===== src/rtl/coset_pkg.sv =====
`timescale 1ns/1ps
package coset_pkg;
    localparam int unsigned NST = 4;

    // Edge label {bit1, bit0} entering state ns = {u, u1} from predecessor {u1, x}
    function automatic logic [1:0] edge_label(input logic [1:0] ns, input logic x);
        logic u;
        logic u1;
        u  = ns[1];
        u1 = ns[0];
        return {u ^ x, u ^ u1 ^ x};
    endfunction
endpackage


===== src/rtl/coset_bmu.sv =====
`timescale 1ns/1ps
module coset_bmu #(
    parameter int unsigned PM_W   = 12,
    parameter int unsigned WEAR_W = 3
) (
    input  logic [1:0]            tgt,
    input  logic [WEAR_W-1:0]     wear0,
    input  logic [WEAR_W-1:0]     wear1,
    output logic [3:0][PM_W:0]    bm
);
    localparam logic [PM_W-1:0]   PM_MAX   = '1;
    localparam logic [WEAR_W-1:0] WEAR_SAT = '1;

    logic [PM_W-1:0] w0;
    logic [PM_W-1:0] w1;

    always_comb begin
        w0 = (wear0 == WEAR_SAT) ? PM_MAX : PM_W'(wear0) + PM_W'(1);
        w1 = (wear1 == WEAR_SAT) ? PM_MAX : PM_W'(wear1) + PM_W'(1);
    end

    for (genvar l = 0; l < 4; l++) begin : g_lbl
        localparam logic [1:0] LBL = 2'(l);
        assign bm[l] = ((tgt[0] != LBL[0]) ? {1'b0, w0} : {(PM_W+1){1'b0}})
                     + ((tgt[1] != LBL[1]) ? {1'b0, w1} : {(PM_W+1){1'b0}});
    end
endmodule


===== src/rtl/coset_acs.sv =====
`timescale 1ns/1ps
module coset_acs #(
    parameter int unsigned PM_W = 12
) (
    input  logic [PM_W-1:0] pm_a,
    input  logic [PM_W-1:0] pm_b,
    input  logic [PM_W:0]   bm_a,
    input  logic [PM_W:0]   bm_b,
    output logic            pick_b,
    output logic [PM_W-1:0] pm_new
);
    localparam logic [PM_W-1:0] PM_MAX     = '1;
    localparam logic [PM_W+1:0] PM_MAX_EXT = {2'b00, PM_MAX};

    logic [PM_W+1:0] sum_a;
    logic [PM_W+1:0] sum_b;
    logic [PM_W-1:0] cap_a;
    logic [PM_W-1:0] cap_b;

    always_comb begin
        sum_a  = {2'b00, pm_a} + {1'b0, bm_a};
        sum_b  = {2'b00, pm_b} + {1'b0, bm_b};
        cap_a  = (sum_a > PM_MAX_EXT) ? PM_MAX : sum_a[PM_W-1:0];
        cap_b  = (sum_b > PM_MAX_EXT) ? PM_MAX : sum_b[PM_W-1:0];
        pick_b = (cap_b < cap_a);
        pm_new = pick_b ? cap_b : cap_a;
    end
endmodule


===== src/rtl/coset_argmin.sv =====
`timescale 1ns/1ps
module coset_argmin #(
    parameter int unsigned VAL_W = 12,
    parameter int unsigned N     = 4,
    parameter int unsigned IDX_W = (N > 1) ? $clog2(N) : 1
) (
    input  logic [N-1:0][VAL_W-1:0] val,
    output logic [IDX_W-1:0]        idx,
    output logic [VAL_W-1:0]        vmin
);
    always_comb begin
        vmin = val[0];
        idx  = '0;
        for (int i = 1; i < N; i++) begin
            if (val[i] < vmin) begin
                vmin = val[i];
                idx  = IDX_W'(i);
            end
        end
    end
endmodule


===== src/rtl/coset_wear_viterbi.sv =====
`timescale 1ns/1ps
module coset_wear_viterbi
    import coset_pkg::*;
#(
    parameter int unsigned PM_W   = 12,
    parameter int unsigned WEAR_W = 3,
    parameter int unsigned DEPTH  = 48
) (
    input  logic              clk,
    input  logic              rst_n,
    input  logic              in_valid,
    output logic              in_ready,
    input  logic [1:0]        in_target,
    input  logic [WEAR_W-1:0] in_wear0,
    input  logic [WEAR_W-1:0] in_wear1,
    input  logic              in_last,
    output logic              out_valid,
    input  logic              out_ready,
    output logic [1:0]        out_code,
    output logic [1:0]        out_write,
    output logic              out_last
);
    localparam int unsigned     CNT_W = $clog2(DEPTH + 1);
    localparam logic [CNT_W-1:0] FULL = CNT_W'(DEPTH);
    localparam logic [CNT_W-1:0] ONE  = CNT_W'(1);

    typedef enum logic {MODE_RUN = 1'b0, MODE_FLUSH = 1'b1} mode_e;

    typedef struct packed {
        mode_e                          mode;
        logic [NST-1:0][PM_W-1:0]       pm;
        logic [CNT_W-1:0]               fill;
        logic [1:0]                     fl_state;
        logic [NST-1:0][DEPTH-1:0][1:0] path;
        logic [DEPTH-1:0][1:0]          tdl;
        logic                           out_vld;
        logic [1:0]                     out_code;
        logic [1:0]                     out_write;
        logic                           out_last;
    } st_t;

    st_t st_q;
    st_t st_d;

    logic [3:0][PM_W:0]             bm;
    logic [NST-1:0]                 dec;
    logic [NST-1:0][PM_W-1:0]       nm;
    logic [NST-1:0][1:0]            lbl_sel;
    logic [NST-1:0][DEPTH-1:0][1:0] path_nx;
    logic [1:0]                     best_ns;
    logic [PM_W-1:0]                nm_min;
    logic [1:0]                     pbest;
    logic [1:0]                     em_code;
    logic [CNT_W-1:0]               fl_idx;
    logic                           accept;

    logic [NST-1:0][PM_W-1:0]       pm_cur;
    logic [CNT_W-1:0]               fill_cur;

    coset_bmu #(.PM_W(PM_W), .WEAR_W(WEAR_W)) u_bmu (
        .tgt   (in_target),
        .wear0 (in_wear0),
        .wear1 (in_wear1),
        .bm    (bm)
    );

    for (genvar ns = 0; ns < NST; ns++) begin : g_state
        localparam logic [1:0] NS  = 2'(ns);
        localparam logic [1:0] P_A = {NS[0], 1'b0};
        localparam logic [1:0] P_B = {NS[0], 1'b1};
        localparam logic [1:0] L_A = edge_label(NS, 1'b0);
        localparam logic [1:0] L_B = edge_label(NS, 1'b1);

        coset_acs #(.PM_W(PM_W)) u_acs (
            .pm_a   (st_q.pm[P_A]),
            .pm_b   (st_q.pm[P_B]),
            .bm_a   (bm[L_A]),
            .bm_b   (bm[L_B]),
            .pick_b (dec[ns]),
            .pm_new (nm[ns])
        );

        assign lbl_sel[ns] = dec[ns] ? L_B : L_A;
        assign path_nx[ns] = dec[ns] ? {st_q.path[P_B][DEPTH-2:0], L_B}
                                     : {st_q.path[P_A][DEPTH-2:0], L_A};
    end

    coset_argmin #(.VAL_W(PM_W), .N(NST)) u_best (
        .val  (nm),
        .idx  (best_ns),
        .vmin (nm_min)
    );

    assign in_ready = (st_q.mode == MODE_RUN) && (!st_q.out_vld || out_ready);
    assign accept   = in_valid && in_ready;
    assign pbest    = {best_ns[0], dec[best_ns]};
    assign em_code  = st_q.path[pbest][DEPTH-1];
    assign fl_idx   = st_q.fill - ONE;

    always_comb begin
        st_d = st_q;
        if (out_ready) begin
            st_d.out_vld = 1'b0;
        end
        if (accept) begin
            for (int s = 0; s < NST; s++) begin
                st_d.pm[s] = nm[s] - nm_min;
            end
            st_d.path = path_nx;
            st_d.tdl  = {st_q.tdl[DEPTH-2:0], in_target};
            if (st_q.fill == FULL) begin
                st_d.out_vld   = 1'b1;
                st_d.out_code  = em_code;
                st_d.out_write = st_q.tdl[DEPTH-1] ^ em_code;
                st_d.out_last  = 1'b0;
            end else begin
                st_d.fill = st_q.fill + ONE;
            end
            if (in_last) begin
                st_d.mode     = MODE_FLUSH;
                st_d.fl_state = best_ns;
            end
        end else if (st_q.mode == MODE_FLUSH && (!st_q.out_vld || out_ready)) begin
            st_d.out_vld   = 1'b1;
            st_d.out_code  = st_q.path[st_q.fl_state][fl_idx];
            st_d.out_write = st_q.tdl[fl_idx] ^ st_q.path[st_q.fl_state][fl_idx];
            st_d.out_last  = (st_q.fill == ONE);
            st_d.fill      = fl_idx;
            if (st_q.fill == ONE) begin
                st_d.mode = MODE_RUN;
                st_d.pm   = '0;
            end
        end
    end

    always_ff @(posedge clk or negedge rst_n) begin
        if (!rst_n) begin
            st_q <= '0;
        end else begin
            st_q <= st_d;
        end
    end

    assign out_valid = st_q.out_vld;
    assign out_code  = st_q.out_code;
    assign out_write = st_q.out_write;
    assign out_last  = st_q.out_last;
    assign pm_cur    = st_q.pm;
    assign fill_cur  = st_q.fill;
endmodule


===== config.mk =====
export PLATFORM = sky130hd
export DESIGN_NAME = coset_wear_viterbi
export DESIGN_NICKNAME = d
export VERILOG_FILES = /design/src/rtl/coset_pkg.sv /design/src/rtl/coset_bmu.sv /design/src/rtl/coset_acs.sv /design/src/rtl/coset_argmin.sv /design/src/rtl/coset_wear_viterbi.sv
export SDC_FILE = /design/constraint.sdc
export NUM_CORES = 2
export LEC_CHECK = 0
export BUFFER_PORTS_ARGS = -buffer_cell sky130_fd_sc_hd__buf_2
export CAP_MARGIN = 20
export CORE_ASPECT_RATIO = 0.75
export CORE_UTILIZATION = 47
export DETAILED_ROUTE_END_ITERATION = 10
export PLACE_DENSITY = 0.65
export SYNTH_ARGS = -nofsm -noshare
export SYNTH_HDL_FRONTEND = slang
export SYNTH_SLANG_ARGS = --single-unit

===== constraint.sdc =====
create_clock -name clk -period 29.7 [get_ports clk]
set_input_delay 1.485 -clock clk [delete_from_list [all_inputs] [get_ports clk]]
set_output_delay 1.485 -clock clk [all_outputs]
set_load 0.02 [all_outputs]

==> flow_metrics.py <==
metrics = {
    "worst_setup_path": {
        "crit_fanout": 55,
        "cp-start-kind": "primary input",
        "cp_num_cells": 73,
        "path_class": "primary input to flip-flop",
        "cpLargestDelayFamily": "compound AO/OA/AOI/OAI gates",
        "cp-end-kind": "flip-flop",
        "critPathBufInv": 6,
        "crit_required_ns": 30.22,
        "crit_arrival_ns": 18.65,
        "rr_worst_depth": 60,
        "slowest_stage": "buf_4",
        "max_stage_delay_ns": 0.86,
    },
    "detailed_routing": {
        "ant_nets": 0,
        "vias": 30500,
        "drt-total-wl_mm": 103,
        "drcViolationCount": 0,
        "firstDrtPassIters": 5,
        "viasPerCell": 5.93,
        "wl_per_cell_microns": 20.1,
        "drtIter0Drc": 2797,
    },
    "synthesis": {
        "synth.distinct_cells": 96,
        "ys_warn_count": 0,
        "async_reset_ff_frac": 1.00,
        "synth_top_cell_by_area": "dfrtp_1",
        "syn_nets": 4396,
        "synth_seq_cells": 541,
        "synthCells": 4153,
        "synth_top_area_share": 0.353,
        "synth_ff_type": "dfrtp_1",
        "yosysSeqAreaShare": 0.353,
        "synth_edf_count": 0,
        "synth.avg_cell_area_sq_um": 9.24,
        "netlist_area_sq_um": 38400,
        "synth_area_leaders": "dfrtp_1 (35%), mux2i_1 (11%), mux4_2 (8.9%)",
    },
    "place": {
        "gp_congestion": 0.966,
        "dpl.hpwl_mm": 72.2,
        "portBuffers": 19,
    },
    "timing": {
        "setup_violations": 0,
        "finalHoldViolCount": 0,
        "clock_skew_ns": 0.0298,
        "slew_headroom": 0.274,
        "final.setup.tns_ns": 0,
        "tightest_slew_ns": 1.09,
        "finalMaxSlewViolations": 0,
        "fmax_ghz": 0.0552,
        "post-route-min-period_ns": 18.12,
        "rsz0062_at_grt": "false",
        "period_share": 0.610,
    },
    "grt": {
        "antenna_found_initial": 0,
        "grt_max_degree": 265,
        "grtUsageTotal": 0.250,
        "grt_pass1_wl_mm": 167,
        "grt.overflow.total": 0,
        "first_global_vias": 28900,
    },
    "finish": {
        "areaGrowthSynthToFinish_pct": 7.23,
        "regArea_sq_um": 13500,
        "fill_cells": 7432,
        "insertedDiodeCount": 0,
        "nets": 4279,
        "drive_gt1_frac": 0.0860,
        "multi_input_area_sq_um": 23500,
    },
    "floorplan": {
        "dieArea_sq_um": 82800,
        "io_pins": 20,
        "rows": 90,
        "dieWidth_microns": 332,
        "core_area_sq_um": 80600,
        "initial_core_util": 0.476,
        "die_y_microns": 250,
    },
    "clock_network": {
        "post-cts-setup-buffers": 0,
        "cts_resized": 0,
        "clock-root-buffer": "clkbuf_16",
        "ctsHoldBuffers": 0,
        "cts_buffer_depth": 3,
        "clock_latency_ns": 0.64,
        "cts.clk_slew.worst_paths_ns": 0.06,
        "cts.sinks": 541,
        "cts_tree": "built",
        "h-tree-depth": 2,
        "numCtsBuffers": 56,
    },
    "min_path": {
        "min_path_cells": 2,
        "hp-class": "flip-flop to flip-flop",
    },
    "status": {
        "outcome": "finished, final reports clean",
    },
    "run": {
        "cap_viol_max_count": 0,
    },
}
==> state kept, by name (all words and copies together) (netlist names) <==
| signal | cells |
|---|---|
| fill_cur | 6 |
| out_code | 2 |
| out_valid | 1 |
| out_last | 1 |
| out_write | 2 |
| st_q | 481 |
| pm_cur | 48 |
==> Yosys cell counts (6+ instances only) <==
cell and n:
nand4_1 12, mux2i_1 406, o211ai_1 14, nand2b_1 53, a221oi_1 6, o21ai_0 490
a21o_1 60, buf_1 38, o211a_1 7, nor4_1 9, o21ai_1 12, inv_1 128
o31a_1 8, o21bai_1 13, dfrtp_1 541, fa_1 19, o21a_1 34, a31oi_1 15
or2_2 7, xor2_1 32, xnor2_1 103, a211oi_1 26, nand2_1 822, ha_1 211
and2_1 15, mux2_2 6, nor2_1 197, maj3_1 12, a211o_1 11, or3_1 14
nor3_1 32, o22ai_1 32, o31ai_1 11, nand3_1 44, clkbuf_1 187, a21oi_1 190
nor2b_1 44, and3_1 19, mux4_2 152
==> worst paths after layout <==
path / slack, ns / from / endpoint
max: 11.58 / in_wear0[0] / pm_cur[34]
min: 0.48 / st_q[51] / st_q[53]
max reg2reg: 14.33 / pm_cur[12] / pm_cur[34]
min reg2reg: 0.48 / st_q[51] / st_q[53]
max in group asynchronous: 25.74 / rst_n / st_q[90]
min in group asynchronous: 0.95 / rst_n / st_q[428]
==> cell usage in the layout, fill, tap and decap left out, types with 34 or more instances in the layout <==
| cell type | netlist | final |
|---|---|---|
| dfrtp_1 | 541 | 538 |
| nand2b_1 | 53 | 53 |
| mux4_2 | 152 | 152 |
| o21a_1 | 34 | 34 |
| nor2_1 | 197 | 196 |
| o21ai_0 | 490 | 489 |
| a21oi_1 | 190 | 188 |
| a21o_1 | 60 | 60 |
| buf_4 | 5 | 39 |
| clkbuf_16 | 0 | 56 |
| xnor2_1 | 103 | 101 |
| mux2i_1 | 406 | 406 |
| nand3_1 | 44 | 44 |
| inv_1 | 128 | 128 |
| ha_1 | 211 | 210 |
| nor2b_1 | 44 | 44 |
| nand2_1 | 822 | 821 |
==> layout make-up <==
| type | count | share of cell area |
|---|---|---|
| Timing Repair Buffer | 62 | 0.0118 |
| Clock buffer | 81 | 0.0388 |
| Sequential cell | 541 | 0.329 |
| Multi-Input combinational cell | 3246 | 0.571 |
| Inverter | 129 | 0.0118 |
| Clock inverter | 24 | 0.00556 |
| Tap cell | 1058 | 0.0322 |
==> per-stage QoR <==
| step | std cells | hold slack [ns] | area, sq um | utilization | worst slack [ns] |
|---|---|---|---|---|---|
| finish | 5141 | 0.477 | 41200 | 0.511 | 11.58 |
| global route | 5141 | 0.513 | 41200 | 0.511 | 10.19 |
| CTS | 5139 | 0.471 | 41100 | 0.510 | 11.95 |
| detailed placement | 5034 | 0.473 | 39300 | 0.487 | 11.31 |
| global placement | 5034 | 0.472 | 39300 | 0.487 | 11.83 |
| floorplan | 4153 | 0.455 | 38400 | - | 13.36 |
==> routing by layer <==
metal  up-vias  global-route usage  part of all wire
met4         0              0.0549             0.019
met1     15000               0.399              0.51
li1      14600                   -                 -
met2       816               0.347              0.41
met5         -                   0                 0
met3       104              0.0426             0.069
==> worst reg2reg max path, delay by kind of cell, from the launching register on <==
| kind | cells | cell delay [ns] |
|---|---|---|
| adders and majority gates | 10 | 3.02 |
| DFF | 1 | 0.39 |
| and+or+nand+nor | 14 | 2.81 |
| AOI/OAI and AO/OA | 29 | 7.14 |
| muxes | 2 | 0.76 |
| buffers and inverters | 5 | 1.17 |
==> cell families (layout without fill, tap and decap cells) <==
| family | count (synthesis) | in the layout | share of synthesized area |
|---|---|---|---|
| DFF | 541 | 541 | 0.353 |
| muxes | 564 | 564 | 0.197 |
| and+or+nand+nor | 1297 | 1297 | 0.144 |
| adders and majority gates | 244 | 244 | 0.0824 |
| AOI/OAI and AO/OA | 1005 | 1005 | 0.156 |
| xor gates and xnor gates | 136 | 136 | 0.0312 |
| buffers and inverters | 366 | 296 | 0.0372 |
Power is not shown: default switching activity piles up to over one toggle a cycle in this logic, so the estimate is an artifact.
